`src/rtl/cpic_pkg.sv`:
```
package cpic_pkg;
  typedef enum logic [1:0] {
    CFG_CTRL = 2'd0,
    CFG_CASC = 2'd1,
    CFG_BASE = 2'd2,
    CFG_MASK = 2'd3
  } cfg_sel_e;

  localparam int unsigned CFG_W = 8;
endpackage

```
`src/rtl/cpic_cfg_regs.sv`:
```
module cpic_cfg_regs
  import cpic_pkg::*;
#(
  parameter int unsigned NLVL  = 8,
  parameter int unsigned VEC_W = 8,
  localparam int unsigned LVL_W = $clog2(NLVL)
) (
  input  logic             clk_i,
  input  logic             rst_ni,
  input  logic             we_i,
  input  logic [1:0]       addr_i,
  input  logic [CFG_W-1:0] wdata_i,
  output logic             is_master_o,
  output logic [NLVL-1:0]  slv_map_o,
  output logic [LVL_W-1:0] own_id_o,
  output logic [VEC_W-1:0] base_o,
  output logic [NLVL-1:0]  mask_o
);
  cfg_sel_e sel;
  assign sel = cfg_sel_e'(addr_i);

  always_ff @(posedge clk_i or negedge rst_ni) begin
    if (!rst_ni) begin
      is_master_o <= 1'b0;
      slv_map_o   <= '0;
      own_id_o    <= '0;
      base_o      <= '0;
      mask_o      <= '0;
    end else if (we_i) begin
      unique case (sel)
        CFG_CTRL: is_master_o <= wdata_i[0];
        CFG_CASC: begin
          slv_map_o <= wdata_i[NLVL-1:0];
          own_id_o  <= wdata_i[LVL_W-1:0];
        end
        CFG_BASE: base_o <= wdata_i[VEC_W-1:0];
        CFG_MASK: mask_o <= wdata_i[NLVL-1:0];
        default: ;
      endcase
    end
  end
endmodule

```
`src/rtl/cpic_req_regs.sv`:
```
module cpic_req_regs #(
  parameter int unsigned NLVL = 8,
  localparam int unsigned LVL_W = $clog2(NLVL)
) (
  input  logic             clk_i,
  input  logic             rst_ni,
  input  logic [NLVL-1:0]  ir_i,
  input  logic             ack_set_i,
  input  logic [LVL_W-1:0] ack_lvl_i,
  input  logic             eoi_i,
  output logic [NLVL-1:0]  irr_o,
  output logic [NLVL-1:0]  isr_o
);
  logic [NLVL-1:0] ir_q, irr_q, isr_q, rise, ack_oh, eoi_oh;

  assign rise = ir_i & ~ir_q;

  always_comb begin
    ack_oh = '0;
    if (ack_set_i) ack_oh[ack_lvl_i] = 1'b1;
  end

  // one-hot of the most urgent in-service level
  always_comb begin
    eoi_oh = '0;
    for (int i = NLVL - 1; i >= 0; i--) begin
      if (isr_q[i]) begin
        eoi_oh    = '0;
        eoi_oh[i] = 1'b1;
      end
    end
    if (!eoi_i) eoi_oh = '0;
  end

  always_ff @(posedge clk_i or negedge rst_ni) begin
    if (!rst_ni) begin
      ir_q  <= '0;
      irr_q <= '0;
      isr_q <= '0;
    end else begin
      ir_q  <= ir_i;
      irr_q <= (irr_q & ~ack_oh) | rise;
      isr_q <= (isr_q & ~eoi_oh) | ack_oh;
    end
  end

  assign irr_o = irr_q;
  assign isr_o = isr_q;

  a_r2_req_from_edge: assert property (@(posedge clk_i) disable iff (!rst_ni)
    ((irr_q & ~$past(irr_q) & ~$past(rise)) == '0));

  a_r6_ack_sets_isr: assert property (@(posedge clk_i) disable iff (!rst_ni)
    ack_set_i |=> isr_q[$past(ack_lvl_i)]);

  a_r10_eoi_clears_one: assert property (@(posedge clk_i) disable iff (!rst_ni)
    (eoi_i && !ack_set_i && (isr_q != '0)) |=>
      ($countones(isr_q) + 1 == $past($countones(isr_q))));
endmodule

```
`src/rtl/cpic_resolver.sv`:
```
module cpic_resolver #(
  parameter int unsigned NLVL = 8,
  localparam int unsigned LVL_W = $clog2(NLVL)
) (
  input  logic [NLVL-1:0]  irr_i,
  input  logic [NLVL-1:0]  isr_i,
  input  logic [NLVL-1:0]  mask_i,
  output logic             req_ok_o,
  output logic [LVL_W-1:0] req_lvl_o
);
  logic [NLVL-1:0] cand;
  logic            found, blocked;

  assign cand = irr_i & ~mask_i;

  always_comb begin
    found     = 1'b0;
    req_lvl_o = '0;
    for (int i = NLVL - 1; i >= 0; i--) begin
      if (cand[i]) begin
        found     = 1'b1;
        req_lvl_o = LVL_W'(i);
      end
    end
  end

  // in service at equal or higher priority blocks
  always_comb begin
    blocked = 1'b0;
    for (int j = 0; j < NLVL; j++) begin
      if (isr_i[j] && (LVL_W'(j) <= req_lvl_o)) blocked = 1'b1;
    end
  end

  assign req_ok_o = found && !blocked;
endmodule

```
`src/rtl/cpic_ack_ctrl.sv`:
```
module cpic_ack_ctrl #(
  parameter int unsigned NLVL  = 8,
  parameter int unsigned VEC_W = 8,
  localparam int unsigned LVL_W = $clog2(NLVL)
) (
  input  logic             clk_i,
  input  logic             rst_ni,
  input  logic             inta_i,
  input  logic             is_master_i,
  input  logic [NLVL-1:0]  slv_map_i,
  input  logic [LVL_W-1:0] own_id_i,
  input  logic [VEC_W-1:0] base_i,
  input  logic [LVL_W-1:0] cas_i,
  input  logic             cas_en_i,
  input  logic             req_ok_i,
  input  logic [LVL_W-1:0] req_lvl_i,
  output logic             ack_set_o,
  output logic [LVL_W-1:0] cas_o,
  output logic             cas_oe_o,
  output logic [VEC_W-1:0] vec_o,
  output logic             vec_valid_o
);
  logic             wait2_q, owner_q, vld_q;
  logic [LVL_W-1:0] lvl_q;
  logic [VEC_W-1:0] vec_q;
  logic             first, addressed, take, to_slave;

  assign first     = inta_i && !wait2_q;
  assign addressed = is_master_i || (cas_en_i && (cas_i == own_id_i));
  assign take      = first && addressed && req_ok_i;
  assign to_slave  = is_master_i && slv_map_i[req_lvl_i];

  assign ack_set_o = take;
  assign cas_oe_o  = take && to_slave;
  assign cas_o     = cas_oe_o ? req_lvl_i : '0;

  always_ff @(posedge clk_i or negedge rst_ni) begin
    if (!rst_ni) begin
      wait2_q <= 1'b0;
      owner_q <= 1'b0;
      lvl_q   <= '0;
      vld_q   <= 1'b0;
      vec_q   <= '0;
    end else begin
      vld_q <= 1'b0;
      if (inta_i) begin
        if (wait2_q) begin
          wait2_q <= 1'b0;
          owner_q <= 1'b0;
          if (owner_q) begin
            vld_q <= 1'b1;
            vec_q <= {base_i[VEC_W-1:LVL_W], lvl_q};
          end
        end else if (addressed) begin
          wait2_q <= 1'b1;
          owner_q <= take && !to_slave;
          lvl_q   <= req_lvl_i;
        end
      end
    end
  end

  assign vec_o       = vec_q;
  assign vec_valid_o = vld_q;

  a_r7_no_vec_for_slave_level: assert property (@(posedge clk_i) disable iff (!rst_ni)
    cas_oe_o |=> (wait2_q && !owner_q));

  a_r7_cas_only_in_ack: assert property (@(posedge clk_i) disable iff (!rst_ni)
    cas_oe_o |-> (inta_i && is_master_i));

  a_r8_vec_single_pulse: assert property (@(posedge clk_i) disable iff (!rst_ni)
    vec_valid_o |=> !vec_valid_o);

  a_r8_vec_after_inta: assert property (@(posedge clk_i) disable iff (!rst_ni)
    vec_valid_o |-> $past(inta_i));
endmodule

```
`src/rtl/cascade_pic.sv`:
```
module cascade_pic
  import cpic_pkg::*;
#(
  parameter int unsigned NLVL  = 8,
  parameter int unsigned VEC_W = 8,
  localparam int unsigned LVL_W = $clog2(NLVL)
) (
  input  logic             clk_i,
  input  logic             rst_ni,
  input  logic             cfg_we_i,
  input  logic [1:0]       cfg_addr_i,
  input  logic [CFG_W-1:0] cfg_wdata_i,
  input  logic             eoi_i,
  input  logic [NLVL-1:0]  ir_i,
  input  logic             inta_i,
  input  logic [LVL_W-1:0] cas_i,
  input  logic             cas_en_i,
  output logic             int_o,
  output logic [LVL_W-1:0] cas_o,
  output logic             cas_oe_o,
  output logic [VEC_W-1:0] vec_o,
  output logic             vec_valid_o
);
  logic             is_master;
  logic [NLVL-1:0]  slv_map, mask, irr, isr;
  logic [LVL_W-1:0] own_id, req_lvl;
  logic [VEC_W-1:0] base;
  logic             req_ok, ack_set, int_q;

  cpic_cfg_regs #(.NLVL(NLVL), .VEC_W(VEC_W)) u_cfg (
    .clk_i, .rst_ni,
    .we_i(cfg_we_i), .addr_i(cfg_addr_i), .wdata_i(cfg_wdata_i),
    .is_master_o(is_master), .slv_map_o(slv_map), .own_id_o(own_id),
    .base_o(base), .mask_o(mask)
  );

  cpic_req_regs #(.NLVL(NLVL)) u_req (
    .clk_i, .rst_ni, .ir_i,
    .ack_set_i(ack_set), .ack_lvl_i(req_lvl), .eoi_i,
    .irr_o(irr), .isr_o(isr)
  );

  cpic_resolver #(.NLVL(NLVL)) u_res (
    .irr_i(irr), .isr_i(isr), .mask_i(mask),
    .req_ok_o(req_ok), .req_lvl_o(req_lvl)
  );

  cpic_ack_ctrl #(.NLVL(NLVL), .VEC_W(VEC_W)) u_ack (
    .clk_i, .rst_ni, .inta_i,
    .is_master_i(is_master), .slv_map_i(slv_map), .own_id_i(own_id),
    .base_i(base), .cas_i, .cas_en_i,
    .req_ok_i(req_ok), .req_lvl_i(req_lvl),
    .ack_set_o(ack_set), .cas_o, .cas_oe_o, .vec_o, .vec_valid_o
  );

  always_ff @(posedge clk_i or negedge rst_ni) begin
    if (!rst_ni) int_q <= 1'b0;
    else         int_q <= req_ok && !ack_set;
  end

  assign int_o = int_q;

  a_r5_int_has_source: assert property (@(posedge clk_i) disable iff (!rst_ni)
    int_o |-> $past((irr & ~mask) != '0));

  a_r11_masked_not_taken: assert property (@(posedge clk_i) disable iff (!rst_ni)
    ack_set |-> !mask[req_lvl]);
endmodule

```
`config.mk`:
```
export PLATFORM = sky130hd
export DESIGN_NAME = cascade_pic
export DESIGN_NICKNAME = d
export VERILOG_FILES = /design/src/rtl/cpic_pkg.sv /design/src/rtl/cpic_cfg_regs.sv /design/src/rtl/cpic_req_regs.sv /design/src/rtl/cpic_resolver.sv /design/src/rtl/cpic_ack_ctrl.sv /design/src/rtl/cascade_pic.sv
export SDC_FILE = /design/constraint.sdc
export NUM_CORES = 1
export LEC_CHECK = 0
export BUFFER_PORTS_ARGS = -buffer_cell sky130_fd_sc_hd__buf_2
export CORE_ASPECT_RATIO = 0.6
export CORE_UTILIZATION = 30
export CTS_CLUSTER_DIAMETER = 40
export CTS_CLUSTER_SIZE = 24
export DETAILED_ROUTE_END_ITERATION = 8
export GPL_TIMING_DRIVEN = 1
export PLACE_DENSITY_LB_ADDON = 0.25
export SLEW_MARGIN = 15
export SYNTH_ARGS = -nofsm -noshare
export SYNTH_HDL_FRONTEND = slang
export SYNTH_SLANG_ARGS = --single-unit
export TNS_END_PERCENT = 20
```
`constraint.sdc`:
```
create_clock -name clk_i -period 2.6 [get_ports clk_i]
set_clock_uncertainty 0.2 [all_clocks]
set_input_delay 0.26 -clock clk_i [delete_from_list [all_inputs] [get_ports clk_i]]
set_output_delay 0.26 -clock clk_i [all_outputs]
set_load 0.1 [all_outputs]
```
# Word-level counts from Yosys, hierarchy flattened
# Cells that the tools add are included.
# word_totals
reg_bits	67
latch_bits	0
ramBits	0
mem_bits_ro	0
input_bits	27
out_inout_bits	14
word_cells	117
n_memories	0
# op_classes
addsub	0
n_mul	0
div_mod_pow	0
n_lt_le_gt_ge	10
n_eq_ne	4
shifts	0
n_mux	46
bitwise_logic	11
reduce_logical	32
# op_table
cell	n
$mux W8	10
$and A8 B8 Y8	4
$not A8 Y8	4
$mux W3	9
$mux W1	25
$logic_and A1 B1 Y1	18
$or A8 B8 Y8	2
$le A3 B3 Y1 const A	4
$reduce_and A2 Y1	5
$le A1 B3 Y1 const A	2
$le A2 B3 Y1 const A	2
$reduce_and A3 Y1	2
$eq A2 B2 Y1 const B	2
$logic_not A1 Y1	4
$lt A3 B4 Y1 const B	1
$bmux W1 S3	1
$demux W1 S3	1
$eq A3 B3 Y1	1
$ge A3 B1 Y1 const B	1
$eq A2 B1 Y1 const B	1
$logic_not A2 Y1	1
$reduce_bool A2 Y1	1
$logic_or A1 B1 Y1	1
$not A1 Y1	1

# Logic depth before layout (Yosys ltp)
# Gate-level depths: netlist of run 1.
# logic_depth
ltp_word	27
depth_mapped	8
mapped_depth_nobuf	6

# By module
# A second synthesis of run 1 with hierarchy kept.
# unflattened
hier_cells	216
hier_area_um2	2835.2
# by_module_without_submodules
module	instances	cells_each	area_each_um2
cpic_cfg_regs	1	57	969.7
cpic_req_regs	1	73	874.6
cpic_ack_ctrl	1	54	706.9
cpic_resolver	1	30	245.2
cascade_pic	1	2	38.8

# Worst setup path after synthesis of run 1
# No wires, ideal clock.
# synth_path
kind	reg-to-output
start	register u_req.irr_q[5], in the netlist u_req.irr_o[5]
end	output cas_o[2]
arrival_time_ns	4.419
setup_slack_ns	-2.279
path_stages_with_launch	7
path_buffers	0
path_cell_list	dfrtp_1 nor2b_2 nor4_4 a21oi_1 o22ai_2 nand4_2 nor4_1
# synth_between
elab_chain_cells	22
elab_cells_between_ends	45
# synth_lines
element	line_no	text
from (decl)	cpic_req_regs.sv:14	logic [NLVL-1:0] ir_q, irr_q, isr_q, rise, ack_oh, eoi_oh;
from (signal assigned)	cpic_req_regs.sv:42	irr_q <= (irr_q & ~ack_oh) | rise;
$and A8 B8 Y8 *	cpic_resolver.sv:14	assign cand = irr_i & ~mask_i;
$mux W3 (6 in a row)	cpic_resolver.sv:20	if (cand[i]) begin
$le A1 B3 Y1	cpic_resolver.sv:31	if (isr_i[j] && (LVL_W'(j) <= req_lvl_o)) blocked = 1'b1;
$logic_and A1 B1 Y1	cpic_resolver.sv:31	
$mux W1 (8 in a row)	cpic_resolver.sv:31	
$logic_not A1 Y1	cpic_resolver.sv:35	assign req_ok_o = found && !blocked;
$logic_and A1 B1 Y1	cpic_resolver.sv:35	
$logic_and A1 B1 Y1	cpic_ack_ctrl.sv:30	assign take = first && addressed && req_ok_i;
$logic_and A1 B1 Y1	cpic_ack_ctrl.sv:34	assign cas_oe_o = take && to_slave;
$mux W3 *	cpic_ack_ctrl.sv:35	assign cas_o = cas_oe_o ? req_lvl_i : '0;
to (decl)	cascade_pic.sv:19	output logic [LVL_W-1:0] cas_o,
# Mark *: on every way between the ends. The rest lies on a longest branch, timed or not. The select of a mux whose other input is x is not followed.

# Worst setup path after layout of run 1
# layout_path
start	register u_req.irr_q[3], in the netlist u_req.irr_o[3]
end	output cas_o[2]
# layout_between
elab_chain_cells	20
elab_cells_between_ends	41
# layout_lines
element	line_no
$and A8 B8 Y8 *	cpic_resolver.sv:14
$mux W3 (4 in a row)	cpic_resolver.sv:20
$le A1 B3 Y1	cpic_resolver.sv:31
$logic_and A1 B1 Y1	cpic_resolver.sv:31
$mux W1 (8 in a row)	cpic_resolver.sv:31
$logic_not A1 Y1	cpic_resolver.sv:35
$logic_and A1 B1 Y1	cpic_resolver.sv:35
$logic_and A1 B1 Y1	cpic_ack_ctrl.sv:30
$logic_and A1 B1 Y1	cpic_ack_ctrl.sv:34
$mux W3 *	cpic_ack_ctrl.sv:35
# Marks and branches as above.

==> impl_results.md, run 1 <==
- Global-route wire length before repair: 11720 microns
- Final worst path period share: 1.161
- Final total power: 0.003994 W
- Max VDD drop: 0.0004793 V
- DRC violation total after the first TritonRoute iteration: 87
- Max Freq: 331.3 MHz
- Syn_area_per_cell: 11.89 sq um
- WP data required: approximately 2100 ps
- Hold Slack: 20.66 ps
- R2R Path End: u_req.irr_o[6]
- Via count: 2219
- Post-CTS Setup Inserts: 0
- Crit end category: output pin
- Chip width: 127.4 microns
- Leak pwr: about 1.8 nW
- Share of cells above drive strength 1: 0.4107
- Setup ws final: -418.1 ps
- Commonest non-fill, non-tap cell in the layout: dfrtp_1
- Crit. Startpoint: u_req.irr_o[3]
- Mapped Nets: 265
- Starting Density: 0.3091
- Post-synth top flop: dfrtp_1
- Seq/Total Area, Yosys: 0.5393
- Post-Route WL: 7060 microns
- Die Ht: about 77 microns
- Largest net degree at the start of global routing: 25
- Total CTS buffers: 9
- EDFF count, synth: 0
- Initial antenna violation count: 0
- Gr usage total: 0.1606
- CP Cell Sequence: nor2b_2 -> nor2_1 -> nor2_1 -> a311oi_2 -> nand4_1 -> buf_12 -> nor4_4 -> buf_12
- Worst path max stage delay: 400 ps
- Clock Path Buffers: 2
- Gp weighted congestion: 0.9666
- Fin crit period: 3018 ps
- Synth-to-Final Area Change: 41.78%
- Startpoint Class: flip-flop
- # setup viols final: 4
- R2R cell count: 7
- Max cap viols: 0
- Headroom to the max-slew limit: 0.6641
- # DRC: 0
- Final HPWL DP: 5511 microns
- Power Density: 995.3 nW/um^2
- Ys async rst share: 1.000
- Worst r2r src: u_req.irr_o[3]
- Synth cell types: 55
- Final-report hold violation count: 0
- Row count: 27
- IO Count: 41
- Routed len/inst: 15.15 microns
- Critical path class: flip-flop to output pin
- Most frequent cells in the layout: dfrtp_1 (61), buf_2 (36), mux2_2 (30)
- H-tree depth: 3
- Via density: 4.762
- Latest clock arrival within the worst-skew pair: about 330 ps
- Fillers: 882
- Clock transition at path regs: 50 ps
- IO Port Bufs: 40
- Vias in the first global route: 2232
- ANT cells: 0
- CTS tree: built
- Final nets: ~360
- Status: finished with violations
- Grt ovf: 0
- Cells after Synth: 238
- Die area: 9839 sq um
- Core box area: 9155 sq um
- R2R setup slack: 190 ps
- Tightest Pin Transition: between 500 and 600 ps
- Slowest stage cell, crit path: dfrtp_1
- Hold Path Class: primary input to flip-flop
- Layout Utilization: 0.4383
- Flops & latches, synth: 61
- CP endpoint: cas_o[2]
- CTS Sinks: 61
- Critical path arrival: 2560 ps
- RSZ-0062 raised after global routing: true
- Pins Over Slew Limit: 0
- Yosys warns: 0
- ANT nets after route: 0
- Crit path max fanout: 5
- CTS root buffer: clkbuf_16
- First drt pass iteration count: 4
- Post-synthesis cell area: about 2800 sq um
- Failing checks: setup timing
==> synthesized netlist by cell type (6+ instances only) <==
library cell | instances | area share
mux2_2 | 30 | 0.12
nand2_1 | 12 | 0.016
dfrtp_1 | 61 | 0.54
o21ai_0 | 13 | 0.023
nand3_1 | 8 | 0.014
inv_1 | 12 | 0.016
nor3_1 | 6 | 0.011
nor2_1 | 10 | 0.013
nand2b_1 | 6 | 0.013
==> cell type report <==
| cell class | count | area [sq um] | share of cell area |
|---|---|---|---|
| clock inverter | 6 | 71.32 | 0.01777 |
| tap | 130 | 162.7 | 0.04054 |
| clock buffer | 10 | 239.0 | 0.05956 |
| sequential | 61 | 1526 | 0.3804 |
| inverter | 12 | 45.04 | 0.01123 |
| multi-input combinational | 162 | 1313 | 0.3271 |
| timing repair buffer | 85 | 655.6 | 0.1634 |
==> worst min path at each step <==
stage	from	endpoint	depth (start not counted)	slack (ps)
floorplan	rst_ni	int_o	0	-240
global placement	rst_ni	u_req.ir_q[6]	1	30
detailed placement	rst_ni	u_req.ir_q[6]	1	30
CTS	cfg_wdata_i[6]	u_cfg.mask_o[6]	2	4
global route	cfg_wdata_i[6]	u_cfg.slv_map_o[6]	2	20
finish	cfg_wdata_i[6]	u_cfg.mask_o[6]	2	20
==> critical path, delay by kind of cell, from the launching register on <==
kind	cells	cell delay [ps]
and+or+nand+nor	5	1140
AOI/OAI and AO/OA	1	270
buffers and inverters	2	420
DFF	1	400
==> registers in the layout, indices dropped and copies added, names as in the netlist <==
register           cells
u_req.isr_o            8
u_ack.vec_o            8
u_ack.owner_q          1
u_cfg.mask_o           8
u_cfg.base_o           5
u_cfg.slv_map_o        6
u_ack.vec_valid_o      1
u_cfg.own_id_o         2
u_req.irr_o            8
int_o                  1
u_ack.wait2_q          1
u_req.ir_q             8
u_ack.lvl_q            3
u_cfg.is_master_o      1
==> metal layers <==
| metal | global-route usage | part of all wire | up-vias | routed length, microns |
|---|---|---|---|---|
| met5 | 0 | 0 | - | 0 |
| met3 | 0.05583 | 0.061 | 11 | 431 |
| met4 | 0.05238 | 0.014 | 0 | 97 |
| met1 | 0.2445 | 0.55 | 1089 | 3848 |
| met2 | 0.2049 | 0.38 | 59 | 2682 |
| li1 | - | - | 1060 | - |
==> stage by stage <==
step | setup WS [ps] | cells | TNS (ps) | instance area, sq um
after floorplan | -624.3 | 238 | -1941 | 2888
after global placement | -117.3 | 432 | -162.8 | 3505
after detailed placement | -126.5 | 432 | -194.9 | 3505
after CTS | -428.5 | 466 | -1390 | 4004
after global routing | -544.3 | 466 | -1794 | 4013
final | -418.1 | 466 | -1347 | 4013
==> power breakdown <==
group / internal, W / switching, W / total (W) / leakage (nW)
sequential: 0.00115 / 0.000116 / 0.00126 / 0.725
combinational: 0.000509 / 0.00101 / 0.00152 / 0.959
clock: 0.000773 / 0.000441 / 0.00121 / 0.145
==> logic make-up (layout without fill, tap and decap cells) <==
| logic type | count (synthesis) | count (layout) | synth area share |
|---|---|---|---|
| and+or+nand+nor | 80 | 80 | 0.1737 |
| DFF | 61 | 61 | 0.5393 |
| AOI/OAI and AO/OA | 47 | 47 | 0.1304 |
| muxes | 32 | 32 | 0.1264 |
| buffers and inverters | 15 | 113 | 0.02077 |
| xor gates and xnor gates | 3 | 3 | 0.009286 |
==> timing repair <==
action	in CTS	in global routing
pin swaps	3	2
hold endpoints to repair	49	0
hold buffers	18	0
endpoints found under the setup margin	4	4
resized for setup	2	4
No activity file was read; power rests on OpenSTA's default activity.
==> run 2: changes to the inputs <==
- ABC_AREA: unset -> 1
==> run 2 against run 1 <==
Against the previous run:
- largest cell class unchanged
- clock-buffer cell count is 1 higher
- cell count is 17% higher
- worst hold slack better by 10 ps
- fmax is 11% higher
- critical path type unchanged
- design area is 1.7% lower
- core utilization is 0.72 points lower
- highest routed layer unchanged
- the run still ends with setup timing left
==> impl_results.md, run 2 <==
- Status: finished with violations
- Failing checks: setup timing
- # setup viols final: 4 (unchanged)
- Synth cell types: 30 (-45%)
- Grt ovf: 0 (unchanged)
- Final-report hold violation count: 0 (unchanged)
- Combinational power share: 0.350 (-0.030)
- Cell taking the most area after synthesis: dfrtp_1
- CP top delay family: simple AND/OR/NAND/NOR gates
- ANT nets after route: 0 (unchanged)
- Via count: 2312 (+4.2%)
- Clock transition at path regs: 50 ps (about the same)
- Pins Over Slew Limit: 0 (unchanged)
- CTS Sinks: 61 (unchanged)
- Share of cells above drive strength 1: 0.3099 (-0.1008)
- Slowest stage cell, crit path: dfrtp_2
- Row count: 27 (unchanged)
- Crit end category: output pin
- Largest cells by area after synthesis: dfrtp_1 (54%), nand2_1 (14%), inv_1 (5.8%)
- Final cell count without fillers: 543 (+17%)
- Global-route wire length before repair: 11430 microns (-2.5%)
- Count leader, synth: nand2_1
- Post-synth top flop: dfrtp_1
- Largest net degree at the start of global routing: 59 (+140%)
- H-tree depth: 3 (unchanged)
- Yosys warns: 0 (unchanged)
- Core box area: 9155 sq um (unchanged)
- IO Port Bufs: 40 (unchanged)
- Max VDD drop: 0.0006215 V (+30%)
- Fillers: 933 (+5.8%)
- Final worst path period share: 1.046 (-0.1146)
- Cells after Synth: 329 (+38%)
- Buf/Inv on CP: 3 (+1)
- Synth top area share: 0.5396 (about the same)
- Synth-to-Final Area Change: 39.50%
- Final total power: 0.003720 W (-6.9%)
- Clock Path Buffers: 2 (unchanged)
- EDFF count, synth: 0 (unchanged)
- Critical path class: flip-flop to output pin
- Vias in the first global route: 2232 (unchanged)
- Worst path max stage delay: 440 ps (+40 ps)
- Routed len/inst: 12.40 microns (-18%)
- Power Density: 942.6 nW/um^2 (-5.3%)
- Mapped Nets: 356 (+34%)
- Sw Ratio: 0.3882 (-0.003889)
- Tightest Pin Transition: 562.7 ps (+60.19 ps)
- Latest clock arrival within the worst-skew pair: 330 ps (about the same)
- Initial antenna violation count: 0 (unchanged)
- Multi-input logic area: 1215 sq um (-7.4%)
- Total CTS buffers: 9 (unchanged)
- Power share of the sequential group: 0.332 (+0.016)
- Fin crit period: 2720 ps (-297.9 ps)
- RSZ-0062 raised after global routing: true
- Commonest non-fill, non-tap cell in the layout: nand2_1
- Sw Pwr: 0.001444 W (-7.8%)
- Die Ht: 77.22 microns (about the same)
- Flops & latches, synth: 61 (unchanged)
- Leak pwr: 2.091 nW (+14%)
- Gp weighted congestion: 0.7766 (-20%)
- Via density: 4.258 (-11%)
- First drt pass iteration count: 4 (unchanged)
- ANT cells: 0 (unchanged)
- Setup ws final: -120.2 ps (+297.9 ps)
- Die area: 9835 sq um (about the same)
- CTS root buffer: clkbuf_16
- Hold Path Class: primary input to flip-flop
- DRC violation total after the first TritonRoute iteration: 103 (+18%)
- # DRC: 0 (unchanged)
- Startpoint Class: flip-flop
- Chip width: 127.4 microns (about the same)
- Ys async rst share: 1.000 (unchanged)
- Internal: 0.002276 W (-6.3%)
- Post-synthesis cell area: 2829 sq um (about the same)
- Gr usage total: 0.1581 (-0.002505)
- WP data required: 2140 ps (about the same)
- Max cap viols: 0 (unchanged)
- Starting Density: 0.3090 (about the same)
- Crit path max fanout: 4 (-1)
- Headroom to the max-slew limit: 0.6238 (-0.04024)
- Syn_area_per_cell: 8.599 sq um (-28%)
- Final HPWL DP: 4870 microns (-12%)
- Max Freq: 367.6 MHz (+11%)
- Reg area: 1528 sq um (about the same)
- Final nets: 436 (+22%)
- IO Count: 41 (unchanged)
- Most frequent cells in the layout: nand2_1 (99), dfrtp_1 (60), inv_1 (42)
- Post-Route WL: 6732 microns (-4.6%)
- Seq/Total Area, Yosys: 0.5396 (about the same)
- Placed cells: 501 (+16%)
- Critical path arrival: 2260 ps (-300 ps)
- CTS tree: built
- Clock power frac: 0.318 (+0.014)
- Commonest cells in the synthesized netlist: nand2_1 (107), dfrtp_1 (61), inv_1 (44)
- CP Cell Sequence: nand2_4 -> nand2_4 -> nor2_4 -> inv_2 -> nor2_1 -> nand4_1 -> nand3_4 -> nor2_8 -> nand3_4 -> buf_6 -> nor2_4 -> buf_12
[run 2: stage by stage]
| stage | setup TNS, ps | worst slack [ps] | instance area (sq um) | utilization | hold WS (ps) |
|---|---|---|---|---|---|
| after global routing | -1049 | -275.5 | 3946 | 0.4311 | 33.29 |
| after floorplan | -474.2 | -158.1 | 2855 | - | -235.6 |
| after detailed placement | 0 | 52.15 | 3319 | 0.3626 | -119.8 |
| final | -409.9 | -120.2 | 3946 | 0.4311 | 30.68 |
| after CTS | -656.0 | -177.7 | 3869 | 0.4226 | 8.302 |
| after global placement | 0 | 86.04 | 3319 | 0.3626 | -122.8 |
[run 2: worst paths after layout]
path / from / endpoint / slack [ps] / depth (start not counted)
max in group asynchronous: rst_ni / u_cfg.mask_o[1] / 1590 / 3
min: cfg_wdata_i[0] / u_cfg.mask_o[0] / 30 / 3
max: u_req.irr_o[0] / cas_oe_o / -120 / 12
min reg2reg: u_cfg.base_o[3] / u_ack.vec_o[3] / 260 / 2
max reg2reg: u_cfg.slv_map_o[2] / u_req.irr_o[5] / 200 / 11
min in group asynchronous: rst_ni / u_ack.vec_valid_o / 80 / 2
[run 2: logic make-up (layout without fill, tap and decap cells)]
group / after synthesis / after routing / share of synthesized area
AOI/OAI and AO/OA: 41 / 41 / 0.08359
DFF: 61 / 61 / 0.5396
xor gates and xnor gates: 1 / 1 / 0.003097
and+or+nand+nor: 171 / 172 / 0.3003
buffers and inverters: 55 / 138 / 0.07342
[run 2: cell type report]
type | instances | area share
flip-flops and latches | 61 | 0.3871
multi-input cells | 214 | 0.3079
repair buffers | 72 | 0.1386
clock buffers | 11 | 0.06405
inverters | 51 | 0.04914
well taps | 130 | 0.04122
clock inverters | 4 | 0.01205
[run 2: metal layers]
metal / routed length [microns] / global-route usage / up-vias / share of wire
li1: - / - / 1193 / -
met1: 3821 / 0.2387 / 1056 / 0.57
met5: 0 / 0 / - / 0
met2: 2456 / 0.1934 / 53 / 0.36
met3: 319 / 0.05443 / 10 / 0.047
met4: 135 / 0.07500 / 0 / 0.020
[run 2: worst register-to-register path: cells and delay by family, from the launching register on]
kind	cells	cell delay, ps
AOI/OAI and AO/OA	2	440
buffers and inverters	2	390
DFF	1	380
and+or+nand+nor	7	890
[run 2: timing repair]
action,CTS,global route
resized for setup,10,16
endpoints found under the hold margin,82,0
pin swaps,11,12
setup endpoints to repair,4,4
gates cloned,1,0
hold buffers,12,0
setup buffers,10,4
[run 2: power groups by stage]
stage / logic [W] / registers, W / clock network (W)
6_report: 0.00130 / 0.00124 / 0.00118
5_1_grt: 0.00141 / 0.00126 / 0.00126
4_1_cts: 0.00125 / 0.00123 / 0.00123
3_5_place_dp: 0.00113 / 0.00125 / 0
3_3_place_gp: 0.00112 / 0.00124 / 0
2_1_floorplan: 0.000499 / 0.00162 / 0
